--- config.mk ---
export PLATFORM = sky130hd
export DESIGN_NAME = nrzi_sym_sync
export DESIGN_NICKNAME = d
export VERILOG_FILES = /design/src/rtl/symsync_pkg.sv /design/src/rtl/symsync_datapath.sv /design/src/rtl/symsync_ctrl.sv /design/src/rtl/nrzi_sym_sync.sv
export SDC_FILE = /design/constraint.sdc
export NUM_CORES = 1
export LEC_CHECK = 0
export CORE_MARGIN = 3
export CORE_UTILIZATION = 25
export CTS_CLUSTER_SIZE = 8
export DETAILED_ROUTE_END_ITERATION = 8
export DONT_BUFFER_PORTS = 1
export PLACE_DENSITY_LB_ADDON = 0.05
export SLEW_MARGIN = 40
export SYNTH_ARGS = -nofsm -noshare
export SYNTH_HDL_FRONTEND = slang
export SYNTH_SLANG_ARGS = --single-unit
--- constraint.sdc ---
create_clock -name clk -period 1.7 [get_ports clk]
set_input_delay 0.255 -clock clk [delete_from_list [all_inputs] [get_ports clk]]
set_output_delay 0.255 -clock clk [all_outputs]
set_load 0.01 [all_outputs]
--- src/rtl/symsync_pkg.sv ---
package symsync_pkg;
  // strobes from control to datapath
  typedef struct packed {
    logic clear;  // return to power-up state
    logic shift;  // accept one decoded bit
    logic emit;   // latch completed symbol
  } syncCtl_t;
endpackage

--- src/rtl/symsync_datapath.sv ---
module symsync_datapath
  import symsync_pkg::*;
#(
  parameter int SYM_W = 5,
  parameter logic [SYM_W-1:0] ESC_CODE = 5'b11000,
  parameter logic [(2**SYM_W)-1:0] VALID_MASK = 32'h7DFC_CE00
) (
  input  logic             clk,
  input  logic             rstN,
  input  logic             lineBit,
  input  syncCtl_t         ctl,
  output logic             escHit,
  output logic [SYM_W-1:0] symbol,
  output logic             symValid,
  output logic             badSym
);
  logic             prevBit;
  logic [SYM_W-1:0] win;
  logic [SYM_W-1:0] nextWin;
  logic             decBit;

  assign decBit  = lineBit ^ prevBit;
  assign nextWin = {win[SYM_W-2:0], decBit};
  assign escHit  = (nextWin == ESC_CODE);

  always_ff @(posedge clk or negedge rstN) begin
    if (!rstN) begin
      prevBit  <= 1'b0;
      win      <= '0;
      symbol   <= '0;
      symValid <= 1'b0;
      badSym   <= 1'b0;
    end else if (ctl.clear) begin
      prevBit  <= 1'b0;
      win      <= '0;
      symbol   <= '0;
      symValid <= 1'b0;
      badSym   <= 1'b0;
    end else begin
      symValid <= ctl.emit;
      badSym   <= ctl.emit && !VALID_MASK[nextWin];
      if (ctl.shift) begin
        prevBit <= lineBit;
        win     <= nextWin;
      end
      if (ctl.emit) symbol <= nextWin;
    end
  end

  p_bad_only_valid_r7: assert property (@(posedge clk) disable iff (!rstN)
    badSym |-> symValid);
  p_bad_matches_mask_r7: assert property (@(posedge clk) disable iff (!rstN)
    symValid |-> (badSym == !VALID_MASK[symbol]));
endmodule

--- src/rtl/symsync_ctrl.sv ---
module symsync_ctrl
  import symsync_pkg::*;
#(
  parameter int SYM_W = 5
) (
  input  logic     clk,
  input  logic     rstN,
  input  logic     bitEn,
  input  logic     reconnect,
  input  logic     escHit,
  output syncCtl_t ctl,
  output logic     aligned
);
  localparam int CNT_W = $clog2(SYM_W);
  localparam logic [CNT_W-1:0] LAST = CNT_W'(SYM_W - 1);

  logic [CNT_W-1:0] bitCnt;
  logic             acceptBit;

  assign acceptBit = bitEn && !reconnect;

  always_comb begin
    ctl.clear = reconnect;
    ctl.shift = acceptBit;
    ctl.emit  = acceptBit && (aligned ? (bitCnt == LAST) : escHit);
  end

  always_ff @(posedge clk or negedge rstN) begin
    if (!rstN) begin
      aligned <= 1'b0;
      bitCnt  <= '0;
    end else if (reconnect) begin
      aligned <= 1'b0;
      bitCnt  <= '0;
    end else if (bitEn) begin
      if (!aligned) begin
        if (escHit) begin
          aligned <= 1'b1;
          bitCnt  <= '0;
        end
      end else if (bitCnt == LAST) begin
        bitCnt <= '0;
      end else begin
        bitCnt <= bitCnt + 1'b1;
      end
    end
  end

  p_cnt_range_r5: assert property (@(posedge clk) disable iff (!rstN)
    bitCnt <= LAST);
  p_idle_hold_r9: assert property (@(posedge clk) disable iff (!rstN)
    (!bitEn && !reconnect) |=> ($stable(bitCnt) && $stable(aligned)));
  p_unaligned_idle_r3: assert property (@(posedge clk) disable iff (!rstN)
    !aligned |-> (bitCnt == '0));
endmodule

--- src/rtl/nrzi_sym_sync.sv ---
module nrzi_sym_sync
  import symsync_pkg::*;
#(
  parameter int SYM_W = 5,
  parameter logic [SYM_W-1:0] ESC_CODE = 5'b11000,
  parameter logic [(2**SYM_W)-1:0] VALID_MASK = 32'h7DFC_CE00
) (
  input  logic             clk,
  input  logic             rstN,
  input  logic             bitEn,
  input  logic             lineBit,
  input  logic             reconnect,
  output logic [SYM_W-1:0] symbol,
  output logic             symValid,
  output logic             badSym,
  output logic             aligned
);
  syncCtl_t ctl;
  logic     escHit;

  symsync_ctrl #(.SYM_W(SYM_W)) uCtrl (
    .clk(clk), .rstN(rstN), .bitEn(bitEn), .reconnect(reconnect),
    .escHit(escHit), .ctl(ctl), .aligned(aligned)
  );

  symsync_datapath #(.SYM_W(SYM_W), .ESC_CODE(ESC_CODE),
                     .VALID_MASK(VALID_MASK)) uData (
    .clk(clk), .rstN(rstN), .lineBit(lineBit), .ctl(ctl), .escHit(escHit),
    .symbol(symbol), .symValid(symValid), .badSym(badSym)
  );

  p_valid_needs_lock_r3: assert property (@(posedge clk) disable iff (!rstN)
    symValid |-> aligned);
  p_single_pulse_r5: assert property (@(posedge clk) disable iff (!rstN)
    symValid |=> !symValid);
  p_reconnect_r8: assert property (@(posedge clk) disable iff (!rstN)
    reconnect |=> (!aligned && !symValid && !badSym));
  p_lock_emits_esc_r4: assert property (@(posedge clk) disable iff (!rstN)
    $rose(aligned) |-> (symValid && symbol == ESC_CODE));
endmodule

== Word-level counts from Yosys, hierarchy flattened ==
Memory sizes are Yosys's and may differ from the RTL's.
Index checks and enable logic that the tools add are counted.
W data, S select, Z words.

* $add $sub $neg: 1
* Order comparisons: 1
* Eq/ne operators: 2
* Mux-type cells: 19
* Bitwise logic cells: 1
* Reduce and logical (&&, ||, !) cells: 10

{| class="wikitable"
|+ Operators by type and width
! cell !! number
|-
| $mux W3 || 5
|-
| $mux W1 || 10
|-
| $mux W5 || 2
|-
| $mux W4 || 2
|-
| $lt A5 B6 Y1 const B || 1
|-
| $reduce_bool A2 Y1 || 3
|-
| $eq A5 B5 Y1 const B || 1
|-
| $add A3 B1 Y3 const B || 1
|-
| $eq A3 B3 Y1 const B || 1
|-
| $logic_and A1 B1 Y1 || 3
|-
| $reduce_bool A3 Y1 || 1
|-
| $logic_not A1 Y1 || 2
|-
| $reduce_and A2 Y1 || 1
|-
| $xor A1 B1 Y1 || 1
|}

* Bits in registers: 16
* ROM bits: 32
* Input port bits: 5
* Output and inout port bits: 8
* Memories kept: 1

{| class="wikitable"
|+ Memory list
! name !! depth !! width !! rd ports !! clocked after Yosys merged registers in !! wr ports !! RTL line !! source
|-
| (name not given) || 32 || 1 || 1 || 0 || 0 || symsync_datapath.sv:41 || <nowiki>badSym <= ctl.emit && !VALID_MASK[nextWin];</nowiki>
|}

== Longest topological paths before layout ==
* Depth in word-level cells: 6
* Depth in mapped cells: 6

== Hierarchy ==
From an unflattened synthesis, not the netlist that was laid out.

* Cell total of the unflattened synthesis: 75
* Area total of the unflattened synthesis: 790.8 um^2

{| class="wikitable"
|+ By module, submodules not included
! module !! times used !! cells an instance !! area each (um^2) !! sequential area each (um^2)
|-
| symsync_datapath || 1 || 47 || 530.5 || 300.3
|-
| symsync_ctrl || 1 || 28 || 260.2 || 100.1
|}

== Worst setup path before layout ==
No wires, ideal clock.

* Path type: register to register
* Start: register uData.prevBit
* End: register uData.symbol[3]
* Setup time: 0.125 ns
* Data arrival time: 1.395 ns
* Data required time: 1.575 ns
* Path slack: 0.180 ns
* Stages on the path, launching flop included: 5
* Buffers on the path: 0
* Cells stage by stage: dfrtp_1 > xnor2_2 > nand4_2 > o31ai_4 > mux2_2

* Cells in the longest elaborated chain, start to end: 5

{| class="wikitable"
|+ RTL lines
! element !! RTL line !! source
|-
| start: declaration || symsync_datapath.sv:17 || <nowiki>logic prevBit;</nowiki>
|-
| start signal: assignment || symsync_datapath.sv:43 || <nowiki>prevBit <= lineBit;</nowiki>
|-
| $xor A1 B1 Y1 || symsync_datapath.sv:22 || <nowiki>assign decBit = lineBit ^ prevBit;</nowiki>
|-
| $eq A5 B5 Y1 || symsync_datapath.sv:24 || <nowiki>assign escHit = (nextWin == ESC_CODE);</nowiki>
|-
| $mux W1 || symsync_ctrl.sv:25 || <nowiki>ctl.emit = acceptBit && (aligned ? (bitCnt == LAST) : escHit);</nowiki>
|-
| $logic_and A1 B1 Y1 || symsync_ctrl.sv:25 ||
|-
| $reduce_bool A2 Y1 (no source line) || n/a ||
|-
| end signal: assignment || symsync_datapath.sv:46 || <nowiki>if (ctl.emit) symbol <= nextWin;</nowiki>
|-
| end: declaration || symsync_datapath.sv:13 || <nowiki>output logic [SYM_W-1:0] symbol,</nowiki>
|}

Every way passes these cells.
A chain may end at the register's enable or synchronous reset.

== Final worst setup path ==
* Start: register uCtrl.bitCnt[0]
* End: register uData.symbol[4]

* Cells in the longest elaborated chain, start to end: 4

{| class="wikitable"
|+ RTL lines
! element !! RTL line !! source
|-
| start: declaration || symsync_ctrl.sv:17 || <nowiki>logic [CNT_W-1:0] bitCnt;</nowiki>
|-
| start signal: assignment || symsync_ctrl.sv:44 || <nowiki>bitCnt <= bitCnt + 1'b1;</nowiki>
|-
| $eq A3 B3 Y1 || symsync_ctrl.sv:25 ||
|-
| $mux W1 || symsync_ctrl.sv:25 ||
|-
| $logic_and A1 B1 Y1 || symsync_ctrl.sv:25 ||
|-
| $reduce_bool A2 Y1 (no source line) || n/a ||
|}

Every way passes these cells.

==> impl_metrics.env <==
export IMPL_grtUsageTotal_pct=10.3
export IMPL_dp_cells=129
export IMPL_overflow=0
export IMPL_outcome="completed"
export IMPL_clk_pin_slew_ps=100
export IMPL_fin_skew_ps=2.22
export IMPL_timing_final_crit_share_pct=94.1
export IMPL_clock_power_share_pct=36.3
export IMPL_power_density_mw_per_mm2=708
export IMPL_htreeDepth=1
export IMPL_synth_compound_area_share_pct=16.1
export IMPL_cts_resized=0
export IMPL_fin_tns_setup_ps=0
export IMPL_clock_sinks=16
export IMPL_drc_errors=0
export IMPL_ir_drop_mv=0.535
export IMPL_yosysUniqueCellTypes=29
export IMPL_worstSetupEndpointType="register"
export IMPL_place_area_um2=930
export IMPL_wirelength_mm=1.90
export IMPL_grt_first_pass_wirelength_mm=3.25
export IMPL_place_congestion=0.660
export IMPL_cp_max_fo=5
export IMPL_finalPower_mw=0.701
export IMPL_arrival_ps=1780
export IMPL_antenna_found_initial=0
export IMPL_setup_slack_ps=101
export IMPL_area_delta_synth_final_pct=14.9
export IMPL_synth_simple_area_share_pct=18.3
export IMPL_hold_start="reconnect"
export IMPL_wl_per_cell_um=14.0
export IMPL_grt_start_max_net_pins=18
export IMPL_die_h_um=64.7
export IMPL_drt_pass1_iterations=2
export IMPL_required_ps=1880
export IMPL_place_hpwl_mm=1.36
export IMPL_p_leak_nw=0.448
export IMPL_maxCapViolCount=0
export IMPL_rr_startpoint="uCtrl.bitCnt[0]"
export IMPL_synth_xor_area_share_pct=1.89
export IMPL_insertion_delay_ps=290
export IMPL_critPathKind="register to register"
export IMPL_io_pins=13
export IMPL_start_kind="register"
export IMPL_preCtsSetupSlack_ps=103
export IMPL_initial_core_util_pct=27.1
export IMPL_synth_area_um2=862
export IMPL_first_global_vias=631
export IMPL_hold_viol=0
export IMPL_setup_violations=0
export IMPL_vias=623
export IMPL_postRouteAntennaNets=0
export IMPL_cts_tree="done"
export IMPL_power_switching_mw=0.159
export IMPL_synth_fp_nets=89
export IMPL_drive_above_1_share_pct=20.7
export IMPL_viasPerCell=4.58
export IMPL_cts_root_buf="clkbuf_4"
export IMPL_fmaxAchievable_mhz=625
export IMPL_row_count=20
export IMPL_rsz0062_at_grt="false"
export IMPL_cts_buffer_depth=2
export IMPL_dieArea_mm2=0.00419
export IMPL_pwr_share_comb_pct=8.2
export IMPL_post_cts_setup_buffer_count=0
export IMPL_hold_class="primary input to register"
export IMPL_synth_top_family_by_area="simple AND/OR/NAND/NOR gates"
export IMPL_ys_seq_elements=16
export IMPL_cp_startpoint="uCtrl.bitCnt[0]"
export IMPL_final_nets=100
export IMPL_internal_power_mw=0.543
export IMPL_synthAdderAreaFrac_pct=2.90
export IMPL_cts_inserted_buffers=3
export IMPL_sw_frac_of_total_pct=22.6
export IMPL_postLayoutCellArea_um2=991
export IMPL_worst_pin_slew_ps=372
export IMPL_diodes=0
export IMPL_synthCells=82
export IMPL_layout_cells_non_filler=136
export IMPL_whs_ps=18.9
export IMPL_slew_violations=0
export IMPL_die_x_um=64.7
export IMPL_yosys_warnings=0
export IMPL_sequentialPowerShare_pct=55.6
export IMPL_postLayoutCoreUtil_pct=31.2
export IMPL_portBuffers=0
export IMPL_syn_area_per_cell_um2=10.5
export IMPL_period_minus_slack_ps=1600
export IMPL_first_iter_violations=15
export IMPL_maxSlewHeadroom_pct=74.9
export IMPL_synthMuxAreaShare_pct=8.42
export IMPL_coreArea_mm2=0.00318
export IMPL_yosysSeqAreaShare_pct=46.4
-- worst max-delay path, stage by stage, from the launching register on --
cell and delay (ps):
dfrtp_1 410, inv_1 60, ha_1 180, and2_2 200, nand4b_1 160, o31ai_4 120, mux2_2 360
-- repair_timing --
action,in CTS,in global routing
endpoints found under the setup margin,0,0
endpoints found under the hold margin,16,22
hold buffers,1,2
-- cell usage in the layout, fill, tap and decap left out, types with 3 or more instances in the layout --
cell and instances:
nor2_1 9, clkbuf_4 3, o21ai_0 6, nand2_1 7, buf_4 6, o22ai_1 3, mux2i_1 5, nand2b_1 3
inv_1 5, dfrtp_1 16
-- power groups by stage --
stage	Clock, mW	Sequential, mW	Combinational (mW)
finish	0.254	0.390	0.0573
CTS	0.271	0.390	0.0532
global route	0.285	0.391	0.0638
floorplan	0	0.398	0.0350
detailed placement	0	0.398	0.0431
global placement	0	0.397	0.0436
-- synthesized netlist by cell type --
library cell | count | area share [%]
o21ba_2 | 1 | 1.2
nand4b_1 | 2 | 2.0
o21ai_0 | 6 | 3.5
o22ai_1 | 3 | 2.2
a41oi_1 | 1 | 1.0
o31ai_4 | 1 | 2.5
o2bb2ai_1 | 1 | 1.0
or3_1 | 1 | 0.73
ha_1 | 2 | 2.9
a21oi_1 | 2 | 1.2
inv_1 | 5 | 2.2
dfrtp_1 | 16 | 46
and2b_1 | 2 | 1.7
mux2i_1 | 5 | 5.8
or2b_2 | 1 | 1.0
nand2b_1 | 3 | 2.2
a31oi_1 | 1 | 0.73
nand2_1 | 7 | 3.0
buf_2 | 1 | 0.58
mux2_2 | 2 | 2.6
clkbuf_8 | 2 | 3.2
and2_2 | 1 | 0.87
nand3_1 | 1 | 0.58
a211oi_1 | 2 | 1.7
nor2_1 | 9 | 3.9
and3_1 | 1 | 0.73
nand4_2 | 1 | 1.5
o211a_1 | 1 | 1.2
xnor2_2 | 1 | 1.9
-- metal layers --
layer	share of wire, %	up-vias	GRT usage, %	wire, um
met5	0	-	0	0
met4	1.0	0	3.17	19
met3	4.9	2	3.99	94
met2	46	11	16.2	871
met1	48	298	12.8	919
li1	-	312	-	-
-- flip-flops by register name, summed over array words and instances (netlist names) --
signal	count
uData.symbol	5
uData.win	4
uCtrl.bitCnt	3
uCtrl.aligned	1
uData.badSym	1
uData.prevBit	1
uData.symValid	1
-- final timing paths --
check / end / slack (ps) / cells after the start
min in group asynchronous: uData.symbol[0] / 410 / 2
max in group asynchronous: uData.win[0] / 1020 / 2
hold reg to reg: uCtrl.bitCnt[1] / 580 / 2
setup / recovery: uData.symbol[4] / 100 / 6
hold / removal: uCtrl.bitCnt[2] / 20 / 1
setup reg to reg: uData.symbol[4] / 100 / 6
-- area by class of cell --
| class | count | area [um^2] |
|---|---|---|
| Clock buffer | 4 | 36.3 |
| Fill cell | 360 | 2190 |
| Inverter | 5 | 18.8 |
| Multi-Input combinational cell | 58 | 410 |
| Sequential cell | 16 | 400 |
| Tap cell | 44 | 55.1 |
| Timing Repair Buffer | 9 | 70.1 |
-- cells by family after synthesis --
logic type,count (synthesis)
compound gates,19
xor+xnor,1
fa+ha+maj,2
buf+inv,8
flops,16
mux,7
simple gates,29
(Power assumes the default switching activity.)
